<file path="src/rtl/sched_pkg.sv">
package sched_pkg;
  localparam int unsigned SCHED_LISTS = 4;
  localparam int unsigned SCHED_DEPTH = 8;
  localparam int unsigned SCHED_ID_W  = 8;

  // list ranking, lower value wins
  typedef enum logic [1:0] {
    CLS_FAULT  = 2'd0,
    CLS_TAPE   = 2'd1,
    CLS_PERIPH = 2'd2,
    CLS_PROG   = 2'd3
  } sched_cls_e;
endpackage

</file>
<file path="src/rtl/sched_fifo.sv">
module sched_fifo #(
  parameter int unsigned DEPTH = 8,
  parameter int unsigned ID_W  = 8
) (
  input  logic            clk_i,
  input  logic            rst_ni,
  input  logic            wr_i,
  input  logic [ID_W-1:0] wr_data_i,
  input  logic            rd_i,
  output logic [ID_W-1:0] head_o,
  output logic            empty_o,
  output logic            full_o,
  output logic            ovf_o
);
  localparam int unsigned PW = (DEPTH > 1) ? $clog2(DEPTH) : 1;
  localparam int unsigned CW = $clog2(DEPTH + 1);

  logic [ID_W-1:0] mem_q [DEPTH];
  logic [PW-1:0]   wptr_q, rptr_q;
  logic [CW-1:0]   count_q;
  logic            ovf_q;
  logic            accept, do_rd;

  assign empty_o = (count_q == '0);
  assign full_o  = (count_q == CW'(DEPTH));
  assign head_o  = mem_q[rptr_q];
  assign ovf_o   = ovf_q;

  // a pop in the same cycle frees the slot for the write
  assign do_rd  = rd_i && !empty_o;
  assign accept = wr_i && (!full_o || do_rd);

  function automatic logic [PW-1:0] nxt(input logic [PW-1:0] p);
    return (p == PW'(DEPTH - 1)) ? '0 : p + 1'b1;
  endfunction

  always_ff @(posedge clk_i) begin
    if (accept) mem_q[wptr_q] <= wr_data_i;
  end

  always_ff @(posedge clk_i or negedge rst_ni) begin
    if (!rst_ni) begin
      wptr_q  <= '0;
      rptr_q  <= '0;
      count_q <= '0;
      ovf_q   <= 1'b0;
    end else begin
      if (accept) wptr_q <= nxt(wptr_q);
      if (do_rd)  rptr_q <= nxt(rptr_q);
      case ({accept, do_rd})
        2'b10:   count_q <= count_q + 1'b1;
        2'b01:   count_q <= count_q - 1'b1;
        default: ;
      endcase
      if (wr_i && !accept) ovf_q <= 1'b1;
    end
  end

  p_drop_full_r9: assert property (@(posedge clk_i) disable iff (!rst_ni)
    wr_i && full_o && !rd_i |=> full_o && ovf_o && count_q == $past(count_q));

  p_push_pop_full_r10: assert property (@(posedge clk_i) disable iff (!rst_ni)
    wr_i && rd_i && full_o |=> full_o && $stable(ovf_o));

  p_count_bound_r9: assert property (@(posedge clk_i) disable iff (!rst_ni)
    count_q <= CW'(DEPTH));
endmodule

</file>
<file path="src/rtl/sched_prio.sv">
module sched_prio #(
  parameter int unsigned N  = 4,
  localparam int unsigned IW = (N > 1) ? $clog2(N) : 1
) (
  input  logic [N-1:0]  req_i,
  output logic [N-1:0]  grant_o,
  output logic [IW-1:0] idx_o,
  output logic          any_o
);
  always_comb begin
    grant_o = '0;
    idx_o   = '0;
    for (int i = N - 1; i >= 0; i--) begin
      if (req_i[i]) begin
        grant_o = '0;
        grant_o[i] = 1'b1;
        idx_o = IW'(i);
      end
    end
  end
  assign any_o = |req_i;

  always_comb begin
    p_grant_onehot_r4: assert ($onehot0(grant_o));
    p_grant_req_r4: assert ((grant_o & ~req_i) == '0);
  end
endmodule

</file>
<file path="src/rtl/deferred_sched.sv">
module deferred_sched #(
  parameter int unsigned NUM_LISTS = sched_pkg::SCHED_LISTS,
  parameter int unsigned DEPTH     = sched_pkg::SCHED_DEPTH,
  parameter int unsigned ID_W      = sched_pkg::SCHED_ID_W,
  localparam int unsigned LW       = (NUM_LISTS > 1) ? $clog2(NUM_LISTS) : 1
) (
  input  logic                 clk_i,
  input  logic                 rst_ni,
  input  logic                 act_valid_i,
  input  logic [LW-1:0]        act_list_i,
  input  logic [ID_W-1:0]      act_id_i,
  input  logic                 done_i,
  input  logic                 halt_i,
  output logic                 start_o,
  output logic [ID_W-1:0]      start_id_o,
  output logic                 busy_o,
  output logic [NUM_LISTS-1:0] full_o,
  output logic [NUM_LISTS-1:0] ovf_o
);
  logic [ID_W-1:0]      head_w [NUM_LISTS];
  logic [NUM_LISTS-1:0] nonempty, grant, rd;
  logic [LW-1:0]        sel_idx;
  logic                 any_req, sel;
  logic                 busy_q, start_q;
  logic [ID_W-1:0]      start_id_q;

  for (genvar g = 0; g < NUM_LISTS; g++) begin : g_list
    logic empty_w;
    sched_fifo #(.DEPTH(DEPTH), .ID_W(ID_W)) u_fifo (
      .clk_i     (clk_i),
      .rst_ni    (rst_ni),
      .wr_i      (act_valid_i && act_list_i == LW'(g)),
      .wr_data_i (act_id_i),
      .rd_i      (rd[g]),
      .head_o    (head_w[g]),
      .empty_o   (empty_w),
      .full_o    (full_o[g]),
      .ovf_o     (ovf_o[g])
    );
    assign nonempty[g] = !empty_w;
    assign rd[g]       = sel && grant[g];
  end

  sched_prio #(.N(NUM_LISTS)) u_prio (
    .req_i   (nonempty),
    .grant_o (grant),
    .idx_o   (sel_idx),
    .any_o   (any_req)
  );

  // non-preemptive: choose only when nothing is outstanding
  assign sel = !busy_q && any_req;

  always_ff @(posedge clk_i or negedge rst_ni) begin
    if (!rst_ni) begin
      busy_q     <= 1'b0;
      start_q    <= 1'b0;
      start_id_q <= '0;
    end else begin
      start_q <= sel;
      if (sel) start_id_q <= head_w[sel_idx];
      if (busy_q && (done_i || halt_i)) busy_q <= 1'b0;
      else if (sel)                     busy_q <= 1'b1;
    end
  end

  assign start_o    = start_q;
  assign start_id_o = start_id_q;
  assign busy_o     = busy_q;

  p_start_pulse_r6: assert property (@(posedge clk_i) disable iff (!rst_ni)
    start_o |=> !start_o);

  p_start_busy_r6: assert property (@(posedge clk_i) disable iff (!rst_ni)
    start_o |-> busy_o);

  p_no_preempt_r5: assert property (@(posedge clk_i) disable iff (!rst_ni)
    busy_o && !done_i && !halt_i |=> busy_o && !start_o);

  p_finish_clears_r7: assert property (@(posedge clk_i) disable iff (!rst_ni)
    busy_o && (done_i || halt_i) |=> !busy_o);

  p_idle_waits_r7: assert property (@(posedge clk_i) disable iff (!rst_ni)
    !busy_o && !any_req |=> !start_o && !busy_o);

  p_ovf_sticky_r9: assert property (@(posedge clk_i) disable iff (!rst_ni)
    ovf_o != '0 |=> (ovf_o & $past(ovf_o)) == $past(ovf_o));
endmodule

</file>
<file path="config.mk">
export PLATFORM = sky130hd
export DESIGN_NAME = deferred_sched
export DESIGN_NICKNAME = d
export VERILOG_FILES = /design/src/rtl/sched_pkg.sv /design/src/rtl/sched_fifo.sv /design/src/rtl/sched_prio.sv /design/src/rtl/deferred_sched.sv
export SDC_FILE = /design/constraint.sdc
export NUM_CORES = 1
export LEC_CHECK = 0
export ABC_CLOCK_PERIOD_IN_PS = 4500
export BUFFER_PORTS_ARGS = -buffer_cell sky130_fd_sc_hd__buf_2
export CAP_MARGIN = 0
export CELL_PAD_IN_SITES_DETAIL_PLACEMENT = 1
export CELL_PAD_IN_SITES_GLOBAL_PLACEMENT = 2
export CORE_MARGIN = 2
export CORE_UTILIZATION = 45
export CTS_CLUSTER_DIAMETER = 120
export DETAILED_ROUTE_END_ITERATION = 16
export PLACE_DENSITY_LB_ADDON = 0.1
export SLEW_MARGIN = 20
export SYNTH_ARGS = -nofsm -noshare
export SYNTH_HDL_FRONTEND = slang
export SYNTH_HIERARCHICAL = 1
export SYNTH_SLANG_ARGS = --single-unit
</file>
<file path="constraint.sdc">
create_clock -name clk_i -period 4.5 [get_ports clk_i]
set_input_delay 0.9 -clock clk_i [delete_from_list [all_inputs] [get_ports clk_i]]
set_output_delay 0.9 -clock clk_i [all_outputs]
set_load 0.01 [all_outputs]
</file>
======== Word-level counts from Yosys, hierarchy flattened ========
Memory sizes are Yosys's and may differ from the RTL's.
Cells that the tools add are included.
word-level totals
  register bits ........................... 54
  bits in writable memories ............... 256
  input port bits ......................... 15
  output and inout bits ................... 18
  logic and storage cells ................. 148
  memories ................................ 4
cells by class
  $add $sub $neg .......................... 16
  magnitude comparators ................... 1
  equality and inequality tests ........... 23
  multiplexer cells ....................... 33
  bitwise logic cells ..................... 1
  reductions and logical operators ........ 51
memories
  name                    words  bits a word  read ports  clocked after Yosys merged registers in  wr ports  line              text
  g_list[0].u_fifo.mem_q  8      8            1           0                                        1         sched_fifo.sv:18  logic [ID_W-1:0] mem_q [DEPTH];
  g_list[1].u_fifo.mem_q  8      8            1           0                                        1         sched_fifo.sv:18
  g_list[2].u_fifo.mem_q  8      8            1           0                                        1         sched_fifo.sv:18
  g_list[3].u_fifo.mem_q  8      8            1           0                                        1         sched_fifo.sv:18
operators with widths
  cell                                                  count
  case mux 4 bit (2 select lines)                       4
  adder 3 x 1 -> 3 bit (second input constant)          8
  equality test 3 bit (second input constant)           8
  two-way mux 3 bit                                     8
  logical AND 1 bit                                     22
  adder 4 x 1 -> 4 bit (second input constant)          4
  binary-select mux 8 bit (select 2 bit)                1
  equality test 4 bit (second input constant)           4
  logical NOT 4 bit                                     4
  two-way mux 4 bit                                     4
  two-way mux 8 bit                                     2
  subtractor 4 x 1 -> 4 bit (second input constant)     4
  logical NOT 1 bit                                     13
  equality test 2 bit (second input constant)           6
  equality test 2 x 1 -> 1 bit (second input constant)  5
  two-way mux 1 bit                                     10
  nonzero test 2 bit                                    5
  two-way mux 2 bit                                     4
  logical OR 1 bit                                      5
  OR reduction 4 bit                                    1
  >= comparator 3 bit (second input constant)           1
  inverter 2 -> 3 bit                                   1
  logical NOT 2 bit                                     1

======== Logic depth before layout (Yosys ltp) ========
  word-level depth ........................ 11
  gate-level depth with buffers ........... 17
  depth with buffers taken out ............ 14

======== Modules after synthesis ========
The synthesis kept the hierarchy.
modules (own cells, without submodules)
  module          times used  cells an instance  area each (µm²)  sequential area each (µm²)
  sched_fifo      4           168                3159.3           2197.1
  deferred_sched  1           46                 663.1            250.2
  sched_prio      1           10                 58.8             0.0

======== Worst setup path before layout ========
No wires, ideal clock.
  kind .................................... register to register
  start ................................... register g_list[0].u_fifo.count_q[1]
  end ..................................... register g_list[2].u_fifo.count_q[3]
  library setup time ...................... 0.069 ns
  arrival ................................. 3.709 ns
  data required time ...................... 4.431 ns
  path slack .............................. 0.723 ns
  cell stages (with the launch flop) ...... 17
  path buffers ............................ 2
  clock period less this slack ............ 3.777 ns
  path through ............................ dfrtp_1 -> or3_4 -> nor2_1 -> inv_1 -> or4_1 -> nor2b_1 -> buf_2 -> buf_2 -> and2_1 -> o21ai_2 -> or2_2 -> inv_1 -> ha_1 -> or2_2 -> a21oi_1 -> mux2_2 -> nand3_1
on the way
  longest elaborated chain between the ends .. 10
  elaborated cells between the ends (all ways) .. 13
  classes of those cells .................. 2 x eq/ne; 2 x mux; 9 x reduce/logical
RTL lines
  element                                                                line                  text
  from (decl)                                                            sched_fifo.sv:20      logic [CW-1:0] count_q;
  from (signal assigned)                                                 sched_fifo.sv:51      2'b10: count_q <= count_q + 1'b1;
  from (signal assigned)                                                 sched_fifo.sv:52      2'b01: count_q <= count_q - 1'b1;
  logical NOT 4 bit *                                                    sched_fifo.sv:24      assign empty_o = (count_q == '0);
  via g_list[0].empty_w                                                  deferred_sched.sv:28  logic empty_w;
  logical NOT 1 bit *                                                    deferred_sched.sv:40  assign nonempty[g] = !empty_w;
  via nonempty[0]                                                        deferred_sched.sv:21  logic [NUM_LISTS-1:0] nonempty, grant, rd;
  OR reduction 4 bit *                                                   sched_prio.sv:21      assign any_o = |req_i;
  via any_req                                                            deferred_sched.sv:23  logic any_req, sel;
  logical AND 1 bit *                                                    deferred_sched.sv:52  assign sel = !busy_q && any_req;
  via sel                                                                deferred_sched.sv:23
  logical AND 1 bit *                                                    deferred_sched.sv:41  assign rd[g] = sel && grant[g];
  via rd[2]                                                              deferred_sched.sv:21
  logical AND 1 bit *                                                    sched_fifo.sv:30      assign do_rd = rd_i && !empty_o;
  logical OR 1 bit                                                       sched_fifo.sv:31      assign accept = wr_i && (!full_o || do_rd);
  logical AND 1 bit                                                      sched_fifo.sv:31
  equality test 2 x 1 -> 1 bit or equality test 2 bit (tied branches)    sched_fifo.sv:50      case ({accept, do_rd})
  case mux 4 bit (2 select lines) or nonzero test 2 bit (tied branches)  -
  to (signal assigned)                                                   sched_fifo.sv:51
  to (signal assigned)                                                   sched_fifo.sv:52
  to (decl)                                                              sched_fifo.sv:20
Mark *: on every way through the listed nets, which the timed path passes. The rest lies on a longest branch.
A chain may end at the register's enable or synchronous reset.

======== Worst setup path in the final report ========
  start ................................... register g_list[0].u_fifo.count_q[0]
  end ..................................... register g_list[2].u_fifo.count_q[3]
on the way
  longest elaborated chain between the ends .. 10
  elaborated cells between the ends (all ways) .. 13
  classes of those cells .................. 2 x eq/ne; 2 x mux; 9 x reduce/logical
RTL lines
  element                                                                line
  logical NOT 4 bit *                                                    sched_fifo.sv:24
  via g_list[0].empty_w                                                  deferred_sched.sv:28
  logical NOT 1 bit *                                                    deferred_sched.sv:40
  via nonempty[0]                                                        deferred_sched.sv:21
  OR reduction 4 bit *                                                   sched_prio.sv:21
  via any_req                                                            deferred_sched.sv:23
  logical AND 1 bit *                                                    deferred_sched.sv:52
  logical AND 1 bit *                                                    deferred_sched.sv:41
  via rd[2]                                                              deferred_sched.sv:21
  logical AND 1 bit *                                                    sched_fifo.sv:30
  logical OR 1 bit                                                       sched_fifo.sv:31
  logical AND 1 bit                                                      sched_fifo.sv:31
  equality test 2 x 1 -> 1 bit or equality test 2 bit (tied branches)    sched_fifo.sv:50
  case mux 4 bit (2 select lines) or nonzero test 2 bit (tied branches)  -
Marks and branches as above.

==> summary.txt <==
Status
  – Outcome: finished, final reports clean

Clocking
  – H-tree Lvls: 2
  – Cts hold-fix bufs: 0
  – Clk_lat worst skew: 0.52 ns
  – Max Buffers Root-to-Sink: 3
  – Root Driver: clkbuf_16
  – Resize count post-CTS: 0
  – CTS Buf Count: 35
  – CTS tree: done
  – Post-CTS setup buffer count: 0
  – Clk slew on worst S/H paths: 0.06 ns
  – Clk sinks: 310

Floorplanning
  – Core area: 29400 um2
  – IO Pins: 33
  – Die Width: 176.3 um
  – Die area: 31080 um2
  – Rows: 63
  – Initial Utilization: 0.4544
  – Chip height: 176.3 um

Power and ir drop
  – Worst ir drop on vdd: 0.2601 mV
  – Power Dens Cells: 570.0 nW/um2
  – Final Power: 8.617 mW
  – Lkg Pwr: 5.300 nW

Logic synthesis
  – Sequential-to-total area share from yosys stat: 0.6766
  – Area of the mapped netlist: 13360 um2
  – Count leader, synth: edfxtp_1
  – Synthesized area per cell: 18.35 um2
  – Post-synth ARST share: 0.1742
  – Unique cell type count in the Yosys netlist: 51
  – Post-synth top flop: edfxtp_1
  – Yosys warnings: 6
  – Post-synthesis register bit count: 310
  – Yosys top cell by area: edfxtp_1
  – Yosys top cell area share: 0.5754
  – Syn_nets: 771
  – Synthesized instance count: 728
  – Number of flops mapped to enable cells by yosys: 256
  – Synth area leaders: edfxtp_1, mux4_2, dfrtp_1
  – Synth cell count leaders: edfxtp_1, mux4_2, dfrtp_1

GRT
  – First-pass GRT wire length: 44940 um
  – Total grt overflow: 0
  – Initial antenna violation count: 0
  – Largest net degree at the start of global routing: 33
  – Vias in the first global route: 7399
  – Global Route Usage Sum: 0.1962

Drt
  – Detailed Route WL: 28830 um
  – Routed length on met2: 14510 um
  – Vias per cell: 5.471
  – Met1 Routed Length: 12700 um
  – Highest routed metal layer: met4
  – DR WL/cell: 23.69 um
  – Total number of vias: 6658
  – Met3 WL post-DR: 1090 um
  – DRT Pass-1 Iters: 4
  – Final antenna-violating net count: 0
  – Drt drc: 0
  – Iter 0 DRT Violations: 498

Worst setup path
  – Critical path's largest stage delay: 0.52 ns
  – Slowest CP cell: or4_1
  – R2R cell count: 14
  – Crit-path cells: or3_4 -> nor2_1 -> inv_1 -> or4_1 -> nor2b_2 -> and2_1 -> o21ai_2 -> or2_2 -> inv_1 -> ha_1 -> or2_2 -> a21oi_1 -> mux2_2 -> nand3_1
  – CP Buf/Inv Count: 2
  – CP required: 4.95 ns
  – WP data arrival: 4.45 ns
  – FF-to-FF setup slack: 0.50 ns
  – Cell family with most CP delay: simple AND/OR/NAND/NOR gates
  – Worst setup EP type: flip-flop
  – Levels on crit path: 14
  – Setup CP Type: flip-flop to flip-flop
  – Worst setup SP type: flip-flop
  – Crit-path max FO: 7

Worst hold path
  – Worst hold stages: 1
  – Min-delay worst type: flip-flop to flip-flop

Timing
  – Tcrit/Tclk final: 0.8891
  – Final Setup Violations: 0
  – Final-report max-slew violation count: 0
  – Worst slew margin: 0.4217
  – Least-Margin Pin Slew: 0.8675 ns
  – Total negative slack: 0 ns
  – Unrepaired setup endpoints after global routing: false
  – Worst hold margin: 0.4667 ns
  – Final Skew: 0.01395 ns
  – Fmax: 0.2500 GHz
  – Final Hold Vio Count: 0
  – Post-layout minimum cycle time: 4.001 ns

Job
  – Max_cap viols: 0

Final layout
  – Antenna Diode Count: 0
  – Final #Nets: 843
  – Number of fill cells: 2703
  – Share of layout cells above drive strength 1: 0.3458
  – Area Overhead vs Synth: 13.15%

Placement
  – Buffers on Ports: 32
  – RD Place Congestion: 0.7797
  – DP HPWL: 19190 um
==> sequential cells by signal, summed over array words and instances, names as in the netlist <==
name,count
g_list.u_fifo/mem_q,256
start_o,1
start_id_o,8
g_list.u_fifo/count_q,16
busy_o,1
g_list.u_fifo/rptr_q,12
g_list.u_fifo/ovf_o,4
g_list.u_fifo/wptr_q,12
==> cells by family (layout without fill, tap and decap cells) <==
family | Yosys count | after routing | synth area share
and+or+nand+nor | 132 | 132 | 0.04983
DFF | 310 | 310 | 0.6766
AOI/OAI and AO/OA | 47 | 47 | 0.03297
xor gates and xnor gates | 11 | 11 | 0.007212
muxes | 138 | 138 | 0.1799
buffers and inverters | 62 | 161 | 0.02501
adders and majority gates | 28 | 28 | 0.02847
==> stage by stage <==
step                      cells  utilization  cell area, um2  setup slack [ns]
after floorplan             728            -           13360            0.7229
after global placement     1153       0.4778           14050            0.5387
after detailed placement   1153       0.4778           14050            0.4294
after CTS                  1217       0.5140           15110            0.4171
after global routing       1217       0.5141           15120            0.2066
final                      1217       0.5141           15120            0.4993
==> path summary, 6_finish.rpt <==
check | startpoint | endpoint
setup / recovery | g_list[0].u_fifo/count_q[0] | g_list[2].u_fifo/count_q[3]
hold / removal | g_list[1].u_fifo/ovf_o | g_list[1].u_fifo/ovf_o
max in group asynchronous | rst_ni | g_list[3].u_fifo/rptr_q[0]
hold reg to reg | g_list[1].u_fifo/ovf_o | g_list[1].u_fifo/ovf_o
setup reg to reg | g_list[0].u_fifo/count_q[0] | g_list[2].u_fifo/count_q[3]
min in group asynchronous | rst_ni | g_list[0].u_fifo/wptr_q[2]
==> power by group <==
group	internal (mW)	total, mW	switching [mW]
logic	1.13	2.11	0.978
registers	3.41	3.88	0.464
clock network	1.49	2.63	1.14
==> layout make-up <==
cell class	count	area [um2]	share of cell area
repair buffers	66	415.4	0.02748
multi-input cells	356	3989	0.2639
clock inverters	21	137.6	0.009105
well taps	390	488.0	0.03228
inverters	31	116.4	0.007698
flip-flops and latches	310	9042	0.5982
clock buffers	43	927.1	0.06134
==> layout by cell type (no fill, tap or decap), types with 23 or more instances in the layout <==
cell / count
edfxtp_1: 256
mux4_2: 72
dfrtp_1: 51
mux2_2: 48
clkbuf_16: 36
nor2_1: 35
buf_4: 34
buf_2: 32
inv_1: 31
ha_1: 24
nand2_1: 23
==> layer usage <==
layer	vias to the layer above	track usage
met5	-	0
met4	0	0.04649
met3	37	0.02993
met2	122	0.3284
met1	3517	0.2731
li1	2982	-
Power figures use the tool's default switching activity.
